$ cat src/rtl/mac_pkg.sv
package mac_pkg;

  typedef enum logic [1:0] {
    OP_HOLD = 2'd0,
    OP_LOAD = 2'd1,
    OP_ADD  = 2'd2,
    OP_SUB  = 2'd3
  } mac_op_e;

  typedef enum logic [1:0] {
    SG_SS  = 2'd0,
    SG_SU  = 2'd1,
    SG_UU  = 2'd2,
    SG_UU3 = 2'd3
  } sign_mode_e;

endpackage

$ cat src/rtl/mac_opregs.sv
module mac_opregs #(
  parameter int DW   = 16,
  parameter int NREG = 4,
  localparam int SELW = $clog2(NREG)
) (
  input  logic            clk,
  input  logic            rst,
  input  logic            wr_en,
  input  logic [SELW-1:0] wr_idx,
  input  logic [DW-1:0]   wr_data,
  input  logic [SELW-1:0] x_sel,
  input  logic [SELW-1:0] y_sel,
  output logic [DW-1:0]   x_val,
  output logic [DW-1:0]   y_val
);

  logic [DW-1:0] opr_q [NREG];

  for (genvar g = 0; g < NREG; g++) begin : g_opr
    always_ff @(posedge clk) begin
      if (rst)
        opr_q[g] <= '0;
      else if (wr_en && (wr_idx == SELW'(g)))
        opr_q[g] <= wr_data;
    end
  end

  assign x_val = opr_q[x_sel];
  assign y_val = opr_q[y_sel];

endmodule

$ cat src/rtl/mac_mult.sv
module mac_mult #(
  parameter int DW = 16,
  parameter int AW = 40
) (
  input  logic [DW-1:0] x_val,
  input  logic [DW-1:0] y_val,
  input  logic [1:0]    sign_mode,
  input  logic          frac_en,
  output logic [AW-1:0] prod
);

  localparam int PEW = 2*DW + 2;

  // Widen each operand by one bit so a single signed multiply covers all modes.
  function automatic logic [AW-1:0] ext_product(input logic [DW-1:0] x,
                                                input logic [DW-1:0] y,
                                                input logic [1:0]    mode);
    logic signed [DW:0]    xw;
    logic signed [DW:0]    yw;
    logic signed [PEW-1:0] pw;
    xw = {((mode == 2'd0) || (mode == 2'd1)) & x[DW-1], x};
    yw = {(mode == 2'd0) & y[DW-1], y};
    pw = xw * yw;
    return {{(AW-PEW){pw[PEW-1]}}, pw};
  endfunction

  logic [AW-1:0] raw_prod;

  assign raw_prod = ext_product(x_val, y_val, sign_mode);
  assign prod     = frac_en ? {raw_prod[AW-2:0], 1'b0} : raw_prod;

endmodule

$ cat src/rtl/mac_round.sv
module mac_round #(
  parameter int DW = 16,
  parameter int AW = 40
) (
  input  logic [AW:0] sum_in,
  input  logic        rnd_en,
  input  logic        rnd_conv,
  output logic [AW:0] res_out,
  output logic        tie_hit
);

  localparam logic [AW:0] HALF = (AW+1)'(1) << (DW-1);

  function automatic logic [AW:0] round_val(input logic [AW:0] v,
                                            input logic        conv);
    logic [AW:0] r;
    r = v + HALF;
    r[DW-1:0] = '0;
    if (conv && (v[DW-1:0] == HALF[DW-1:0]))
      r[DW] = 1'b0;
    return r;
  endfunction

  assign tie_hit = rnd_en && (sum_in[DW-1:0] == HALF[DW-1:0]);
  assign res_out = rnd_en ? round_val(sum_in, rnd_conv) : sum_in;

endmodule

$ cat src/rtl/mac_accbank.sv
module mac_accbank #(
  parameter int AW   = 40,
  parameter int NACC = 2,
  localparam int ASW = $clog2(NACC)
) (
  input  logic                      clk,
  input  logic                      rst,
  input  logic                      upd_en,
  input  logic [ASW-1:0]            acc_sel,
  input  logic [AW-1:0]             acc_next,
  input  logic                      ovf_now,
  output logic [NACC-1:0][AW-1:0]   acc_q,
  output logic                      ovf_q
);

  for (genvar g = 0; g < NACC; g++) begin : g_acc
    always_ff @(posedge clk) begin
      if (rst)
        acc_q[g] <= '0;
      else if (upd_en && (acc_sel == ASW'(g)))
        acc_q[g] <= acc_next;
    end
  end

  always_ff @(posedge clk) begin
    if (rst)
      ovf_q <= 1'b0;
    else if (upd_en)
      ovf_q <= ovf_now;
  end

endmodule

$ cat src/rtl/mac_unit.sv
module mac_unit
  import mac_pkg::*;
#(
  parameter int DW    = 16,
  parameter int GUARD = 8,
  parameter int NREG  = 4,
  parameter int NACC  = 2,
  localparam int AW   = 2*DW + GUARD,
  localparam int SELW = $clog2(NREG),
  localparam int ASW  = $clog2(NACC)
) (
  input  logic                    clk,
  input  logic                    rst,
  input  logic                    wr_en,
  input  logic [SELW-1:0]         wr_idx,
  input  logic [DW-1:0]           wr_data,
  input  logic [1:0]              op,
  input  logic [ASW-1:0]          acc_sel,
  input  logic [SELW-1:0]         x_sel,
  input  logic [SELW-1:0]         y_sel,
  input  logic [1:0]              sign_mode,
  input  logic                    frac_en,
  input  logic                    rnd_en,
  input  logic                    rnd_conv,
  output logic [NACC-1:0][AW-1:0] acc_o,
  output logic                    ovf_o
);

  logic [DW-1:0] x_val;
  logic [DW-1:0] y_val;
  logic [AW-1:0] prod;
  logic [AW-1:0] acc_cur;
  logic [AW:0]   sum_w;
  logic [AW:0]   res_w;
  logic          tie_hit;
  logic          upd_en;
  logic          ovf_now;
  mac_op_e       op_e;

  mac_opregs #(.DW(DW), .NREG(NREG)) u_opregs (
    .clk     (clk),
    .rst     (rst),
    .wr_en   (wr_en),
    .wr_idx  (wr_idx),
    .wr_data (wr_data),
    .x_sel   (x_sel),
    .y_sel   (y_sel),
    .x_val   (x_val),
    .y_val   (y_val)
  );

  mac_mult #(.DW(DW), .AW(AW)) u_mult (
    .x_val     (x_val),
    .y_val     (y_val),
    .sign_mode (sign_mode),
    .frac_en   (frac_en),
    .prod      (prod)
  );

  // One extra bit keeps the exact signed sum so overflow can be judged afterwards.
  function automatic logic [AW:0] combine(input mac_op_e       code,
                                          input logic [AW-1:0] a,
                                          input logic [AW-1:0] p);
    logic [AW:0] ax;
    logic [AW:0] px;
    ax = {a[AW-1], a};
    px = {p[AW-1], p};
    case (code)
      OP_LOAD: return px;
      OP_ADD:  return ax + px;
      OP_SUB:  return ax - px;
      default: return ax;
    endcase
  endfunction

  assign op_e    = mac_op_e'(op);
  assign acc_cur = acc_o[acc_sel];
  assign sum_w   = combine(op_e, acc_cur, prod);
  assign upd_en  = (op_e != OP_HOLD);

  mac_round #(.DW(DW), .AW(AW)) u_round (
    .sum_in   (sum_w),
    .rnd_en   (rnd_en),
    .rnd_conv (rnd_conv),
    .res_out  (res_w),
    .tie_hit  (tie_hit)
  );

  assign ovf_now = res_w[AW] ^ res_w[AW-1];

  mac_accbank #(.AW(AW), .NACC(NACC)) u_accbank (
    .clk      (clk),
    .rst      (rst),
    .upd_en   (upd_en),
    .acc_sel  (acc_sel),
    .acc_next (res_w[AW-1:0]),
    .ovf_now  (ovf_now),
    .acc_q    (acc_o),
    .ovf_q    (ovf_o)
  );

endmodule

$ cat config.mk
export PLATFORM = sky130hd
export DESIGN_NAME = mac_unit
export DESIGN_NICKNAME = d
export VERILOG_FILES = /design/src/rtl/mac_pkg.sv /design/src/rtl/mac_opregs.sv /design/src/rtl/mac_mult.sv /design/src/rtl/mac_round.sv /design/src/rtl/mac_accbank.sv /design/src/rtl/mac_unit.sv
export SDC_FILE = /design/constraint.sdc
export NUM_CORES = 1
export LEC_CHECK = 0
export BUFFER_PORTS_ARGS = -buffer_cell sky130_fd_sc_hd__buf_4
export CAP_MARGIN = 20
export CORE_MARGIN = 3
export CORE_UTILIZATION = 40
export DETAILED_ROUTE_END_ITERATION = 12
export PLACE_DENSITY = 0.6
export SYNTH_ARGS = -nofsm -noshare
export SYNTH_HDL_FRONTEND = slang
export SYNTH_SLANG_ARGS = --single-unit
$ cat constraint.sdc
create_clock -name clk -period 14.1 [get_ports clk]
set_clock_uncertainty 0.1 [all_clocks]
set_input_delay 2.115 -clock clk [delete_from_list [all_inputs] [get_ports clk]]
set_output_delay 2.115 -clock clk [all_outputs]
set_load 0.01 [all_outputs]
==> results of run 1 <==
==> layout by cell type, fill, tap and decap left out, types with 26 or more instances in the layout <==
master | Yosys | final
ha_1 | 127 | 127
mux2_2 | 60 | 60
nand2_1 | 389 | 389
o21ai_0 | 78 | 77
fa_1 | 297 | 297
buf_4 | 0 | 185
dfxtp_1 | 81 | 81
nand2b_1 | 26 | 26
a21oi_1 | 166 | 166
nor3_1 | 39 | 35
mux2i_1 | 30 | 30
inv_1 | 336 | 336
xor2_1 | 41 | 41
edfxtp_1 | 64 | 64
and2_1 | 125 | 125
a211oi_1 | 40 | 40
nand4_1 | 28 | 28
nand3_1 | 57 | 57
a21o_1 | 40 | 40
o21a_1 | 37 | 37
xnor2_1 | 57 | 57
nor2_1 | 240 | 239
==> worst register-to-register path, delay by kind of cell, from the launching register on <==
family | cells | cell delay, ns
compound gates | 8 | 2.35
flops | 1 | 0.42
buf+inv | 5 | 0.64
mux | 2 | 0.92
xor+xnor | 1 | 0.14
simple gates | 14 | 2.84
fa+ha+maj | 8 | 4.13
==> cells in the mapped netlist (15+ instances only) <==
cell type,number,area share
nand2b_1,26,0.0069
mux2i_1,30,0.013
a31oi_1,15,0.0040
nand2_1,389,0.062
a21oi_1,166,0.035
xor2_1,41,0.015
nor3_1,39,0.0083
clkbuf_1,114,0.018
inv_1,336,0.053
o21a_1,37,0.012
nand4_1,28,0.0074
a211oi_1,40,0.013
and3_1,16,0.0042
mux4_2,19,0.018
o21ai_0,78,0.017
nor2_1,240,0.038
dfxtp_1,81,0.069
o21ai_1,16,0.0034
and2_1,125,0.033
mux2_2,60,0.029
xnor2_1,57,0.021
a21o_1,40,0.013
edfxtp_1,64,0.081
fa_1,297,0.25
ha_1,127,0.067
nand3_1,57,0.012
or3_1,21,0.0056
o211ai_1,24,0.0076
==> worst paths after layout <==
path	startpoint	endpoint	slack [ns]	cells past startpoint
setup / recovery	x_sel[0]	u_accbank.acc_q[39]	0.70	38
hold / removal	u_accbank.acc_q[78]	u_accbank.acc_q[78]	0.38	2
setup reg to reg	u_opregs.opr_q[3][15]	u_accbank.acc_q[39]	2.39	38
hold reg to reg	u_accbank.acc_q[78]	u_accbank.acc_q[78]	0.38	2
==> flip-flops by register name (all words and copies together) (netlist names) <==
name	count
u_accbank.acc_q	80
u_accbank.ovf_q	1
u_opregs.opr_q	64
==> metal layers <==
layer	up-vias	track usage
met3	90	0.02506
met4	0	0.06648
met2	653	0.4052
met5	-	0
met1	10250	0.3343
li1	9670	-
==> cells by family after synthesis <==
group                      after synthesis  synth area share
and+or+nand+nor                       1014            0.2017
xor gates and xnor gates                98           0.03630
DFF                                    145            0.1498
buffers and inverters                  476           0.07619
muxes                                  109           0.05937
AOI/OAI and AO/OA                      555            0.1579
adders and majority gates              424            0.3186
==> area by class of cell <==
class	instances	area, sq um	share of cell area
clock buffer	18	429.2	0.01646
clock inverter	14	145.1	0.005567
inverter	336	1261	0.04838
multi-input combinational	2200	18330	0.7033
sequential	145	3543	0.1359
tap	765	957.2	0.03672
timing repair buffer	186	1400	0.05371
==> metrics by stage <==
stage | util | hold slack [ns]
4_1_cts | 0.4481 | 0.3760
3_5_place_dp | 0.4382 | 0.3656
2_1_floorplan | - | 0.3893
6_report | 0.4484 | 0.3754
3_3_place_gp | 0.4382 | 0.3613
5_1_grt | 0.4484 | 0.3936
==> timing repair <==
action / 4_1_cts / 5_1_grt
resized for setup: 0 / 3
hold endpoints to repair: 0 / 0
setup buffers: 0 / 0
endpoints found under the setup margin: 0 / 22
hold buffers: 0 / 0
==> flow_summary_export.csv, run 1 <==
group,metric,value,unit
status,status,"finished clean",
global_route,grt_antenna_before_repair,0,
worst_setup_path,endpoint_kind,"register",
worst_hold_path,min_path_type,"reg -> reg",
sta,tns,0,ns
routing,wl_per_cell,20.32,microns
clocking,path_clk_slew,0.07,ns
placement,place_inst,3631,
global_route,grt_pass1_vias,21550,
finish,nets,3343,
finish,diodes,0,
placement,gp_congestion,0.9322,
routing,via_count,20670,
sta,max_slew_margin,0.2732,
global_route,grt_pass1_wl,120.2,mm
yosys,synth_flop_cell,"dfxtp_1",
finish,finalInstanceArea,26070,sq um
placement,place_area,25480,sq um
routing,ant_nets,0,
routing,highest_layer,"met4",
worst_setup_path,crit_path_frequent_cell,"fa_1",
yosys,synth_cells,2821,
routing,wl_met3,3.726,mm
placement,dpl_worst_slack,0.01757,ns
floorplanning,rows,88,
yosys,yosysWarnings,0,
sta,setup_violations,0,
worst_setup_path,required,14.31,ns
clocking,cts_root_buf,"clkbuf_16",
worst_setup_path,cp.buffers_inverters,6,
yosys,ys_seq_area_frac,0.1498,
sta,worst_slack,0.6995,ns
global_route,grt_max_degree,91,
routing,first_pass_iters,5,
worst_setup_path,path_max_fanout,14,
clocking,htreeDepth,4,
floorplanning,dieWidth,249.1,microns
global_route,track_usage,0.2421,
routing,wl,74.45,mm
clocking,insertion_delay,0.47,ns
floorplanning,io_pins,114,
yosys,syn-mean-instance-area,8.382,sq um
worst_setup_path,crit_family,"compound AO/OA/AOI/OAI gates",
clocking,clock_path_buffers,2,
floorplanning,die_area,62070,sq um
placement,dp.final_hpwl,60.25,mm
finish,final_cells,3664,
sta,tightest_slew,1.082,ns
floorplanning,coreArea,58140,sq um
worst_setup_path,critical_path_class,"in -> reg",
job,max_cap_viol_count,0,
clocking,clock-sinks,145,
yosys,synth_async_sr_flop_share,0,
routing,dr_wl_met2,35.17,mm
finish,drive_gt1_frac,0.1180,
yosys,synth_seq_cells,145,
global_route,grt.overflow.total,0,
yosys,synth_edf_count,64,
finish,fill_cells,5790,
worst_setup_path,cp_slowest_stage_delay,0.67,ns
yosys,synthDistinctLibCells,90,
yosys,synth_nets,3278,
routing,via_per_inst,5.640,
floorplanning,die_h,249.1,microns
sta,slew_violations,0,
worst_setup_path,critPathArrivalTime,13.61,ns
sta,layout_min_cycle_time,13.40,ns
sta,period_share,0.9504,
routing,drt_iter0_markers,1568,
clocking,cts_tree,"built",
worst_setup_path,crit_slowest_cell,"o21ai_1",
worst_setup_path,critPathLaunchType,"input pin",
clocking,cts_inserted_buffers,17,
sta,fmax,74.62,MHz
routing,wl_met1,33.81,mm
placement,io_buffers,113,
yosys,synth_area,23650,sq um
floorplanning,start_util,0.4067,
sta,rsz0062_at_grt,"false",
sta,hold_viol,0,
routing,drc,0,
finish,areaGrowthSynthToFinish,10.25,%
Power of run 1 is left out: the tool's default activity adds up to more than one toggle a clock period on the data nets, which glitch-free logic cannot reach.
==> inputs of run 2 (changes only) <==
--- a/config.mk
+++ b/config.mk
@@ -11,6 +11,7 @@
 export CORE_UTILIZATION = 40
 export DETAILED_ROUTE_END_ITERATION = 12
 export PLACE_DENSITY = 0.6
+export REMOVE_ABC_BUFFERS = 1
 export SYNTH_ARGS = -nofsm -noshare
 export SYNTH_HDL_FRONTEND = slang
 export SYNTH_SLANG_ARGS = --single-unit
==> run 2 against run 1 <==
  * Sequential share of layout area about the same
  * Utilization about the same
  * Routed wire length down 2.9%
  * Register-to-register slack worse by 0.25 ns
  * Global-route usage down 0.64 points
  * Critical path type unchanged
  * Largest cell class unchanged
==> flow_summary_export.csv, run 2 (same netlist as run 1, synthesis figures left out) <==
group,metric,value,unit
worst_setup_path,cp_slowest_stage_delay,0.85,ns
global_route,top_usage_layer,"met2",
global_route,track_usage,0.2357,
sta,hold_viol,0,
sta,tns,0,ns
sta,slew_violations,0,
worst_setup_path,critPathArrivalTime,13.79,ns
clocking,path_clk_slew,0.07,ns
worst_setup_path,path_max_fanout,15,
finish,largest_reg_flops,80,
worst_hold_path,min_path_type,"reg -> reg",
floorplanning,rows,88,
routing,ant_nets,0,
routing,via_per_inst,5.636,
global_route,grt.met3_usage,0.03393,
routing,drc,0,
clocking,cts_resized,0,
routing,first_pass_iters,5,
worst_setup_path,critical_path_class,"in -> reg",
sta,setup_violations,0,
worst_setup_path,crit_slowest_cell,"fa_1",
sta,rsz0062_at_grt,"false",
global_route,grt_pass1_vias,21210,
worst_setup_path,critPathLaunchType,"input pin",
clocking,cts_root_buf,"clkbuf_16",
placement,dp.final_hpwl,58.46,mm
status,status,"finished clean",
finish,diodes,0,
finish,largestRegisters,"u_accbank.acc_q x80, u_opregs.opr_q x64, u_accbank.ovf_q x1",
clocking,cts_setup_buffers,0,
finish,areaGrowthSynthToFinish,10.23,%
global_route,grt.overflow.total,0,
finish,largest_register,"u_accbank.acc_q",
global_route,grt_max_degree,73,
clocking,insertion_delay,0.49,ns
floorplanning,die_h,249.1,microns
global_route,grt_use_met2,0.3896,
global_route,grt_pass1_wl,117.3,mm
worst_setup_path,ff2ff_setup_slack,2.14,ns
sta,tightest_slew,1.001,ns
sta,layout_min_cycle_time,13.51,ns
global_route,grt_antenna_before_repair,1,
finish,final_common_cell,"nand2_1",
job,max_cap_viol_count,0,
routing,drt_iter0_markers,1265,
routing,wl_per_cell,19.72,microns
global_route,met1_usage,0.3135,
clocking,hold_buffers,0,
finish,drive_gt1_frac,0.1183,
sta,period_share,0.9583,
placement,gp_congestion,0.9168,
floorplanning,die_area,62070,sq um
clocking,cts_tree,"built",
floorplanning,dieWidth,249.1,microns
finish,nets,3344,
sta,max_slew_margin,0.3279,
clocking,clock-sinks,145,
clocking,clock_path_buffers,2,
floorplanning,start_util,0.4067,
worst_setup_path,endpoint_kind,"register",
floorplanning,io_pins,114,
sta,fmax,74.00,MHz
routing,via_count,20660,
routing,wl,72.28,mm
placement,io_buffers,113,
finish,layout_common_cells,"nand2_1 (389), inv_1 (336), fa_1 (297), nor2_1 (239), buf_4 (183)",
worst_setup_path,crit_path_frequent_cell,"fa_1",
floorplanning,coreArea,58140,sq um
worst_setup_path,required,14.37,ns
clocking,htreeDepth,4,
clocking,cts_inserted_buffers,17,
[run 2: path summary, 6_finish.rpt]
check / startpoint / endpoint / cells after the start
worst max-delay path: x_sel[0] / u_accbank.ovf_q / 38
worst max register to register: u_opregs.opr_q[3][15] / u_accbank.ovf_q / 37
worst min-delay path: u_accbank.acc_q[65] / u_accbank.acc_q[65] / 2
worst min register to register: u_accbank.acc_q[65] / u_accbank.acc_q[65] / 2
[run 2: final cells by class]
class,instances,area (sq um)
Clock buffer,18,439.2
Sequential cell,145,3543
Fill cell,5806,32070
Inverter,336,1261
Multi-Input combinational cell,2200,18330
Tap cell,765,957.2
Clock inverter,14,120.1
Timing Repair Buffer,187,1419
[run 2: through the flow]
| stage | hold WS [ns] | utilization | std cells | cell area [sq um] | worst slack, ns |
|---|---|---|---|---|---|
| 6_report | 0.3711 | 0.4484 | 3665 | 26070 | 0.5874 |
| 5_1_grt | 0.3926 | 0.4484 | 3665 | 26070 | 0.05343 |
| 4_1_cts | 0.3724 | 0.4479 | 3662 | 26040 | 0.6094 |
| 3_5_place_dp | 0.3631 | 0.4382 | 3630 | 25480 | 0.1279 |
| 3_3_place_gp | 0.3582 | 0.4378 | 3628 | 25450 | 0.1861 |
| 2_1_floorplan | 0.3832 | - | 2681 | 23110 | 1.494 |
[run 2: critical path: cells and delay by family]
| family | cells | cell delay [ns] |
|---|---|---|
| AOI/OAI and AO/OA | 11 | 3.94 |
| buffers and inverters | 4 | 0.67 |
| and+or+nand+nor | 13 | 2.19 |
| xor gates and xnor gates | 1 | 0.14 |
| muxes | 1 | 0.60 |
| adders and majority gates | 8 | 4.10 |
[run 2: metal layers]
metal,wire length (microns),vias up
met5,0,-
met4,2762,0
met3,4100,120
met2,33960,707
met1,31460,10180
li1,-,9647
Power of run 2 is left out for the same reason.
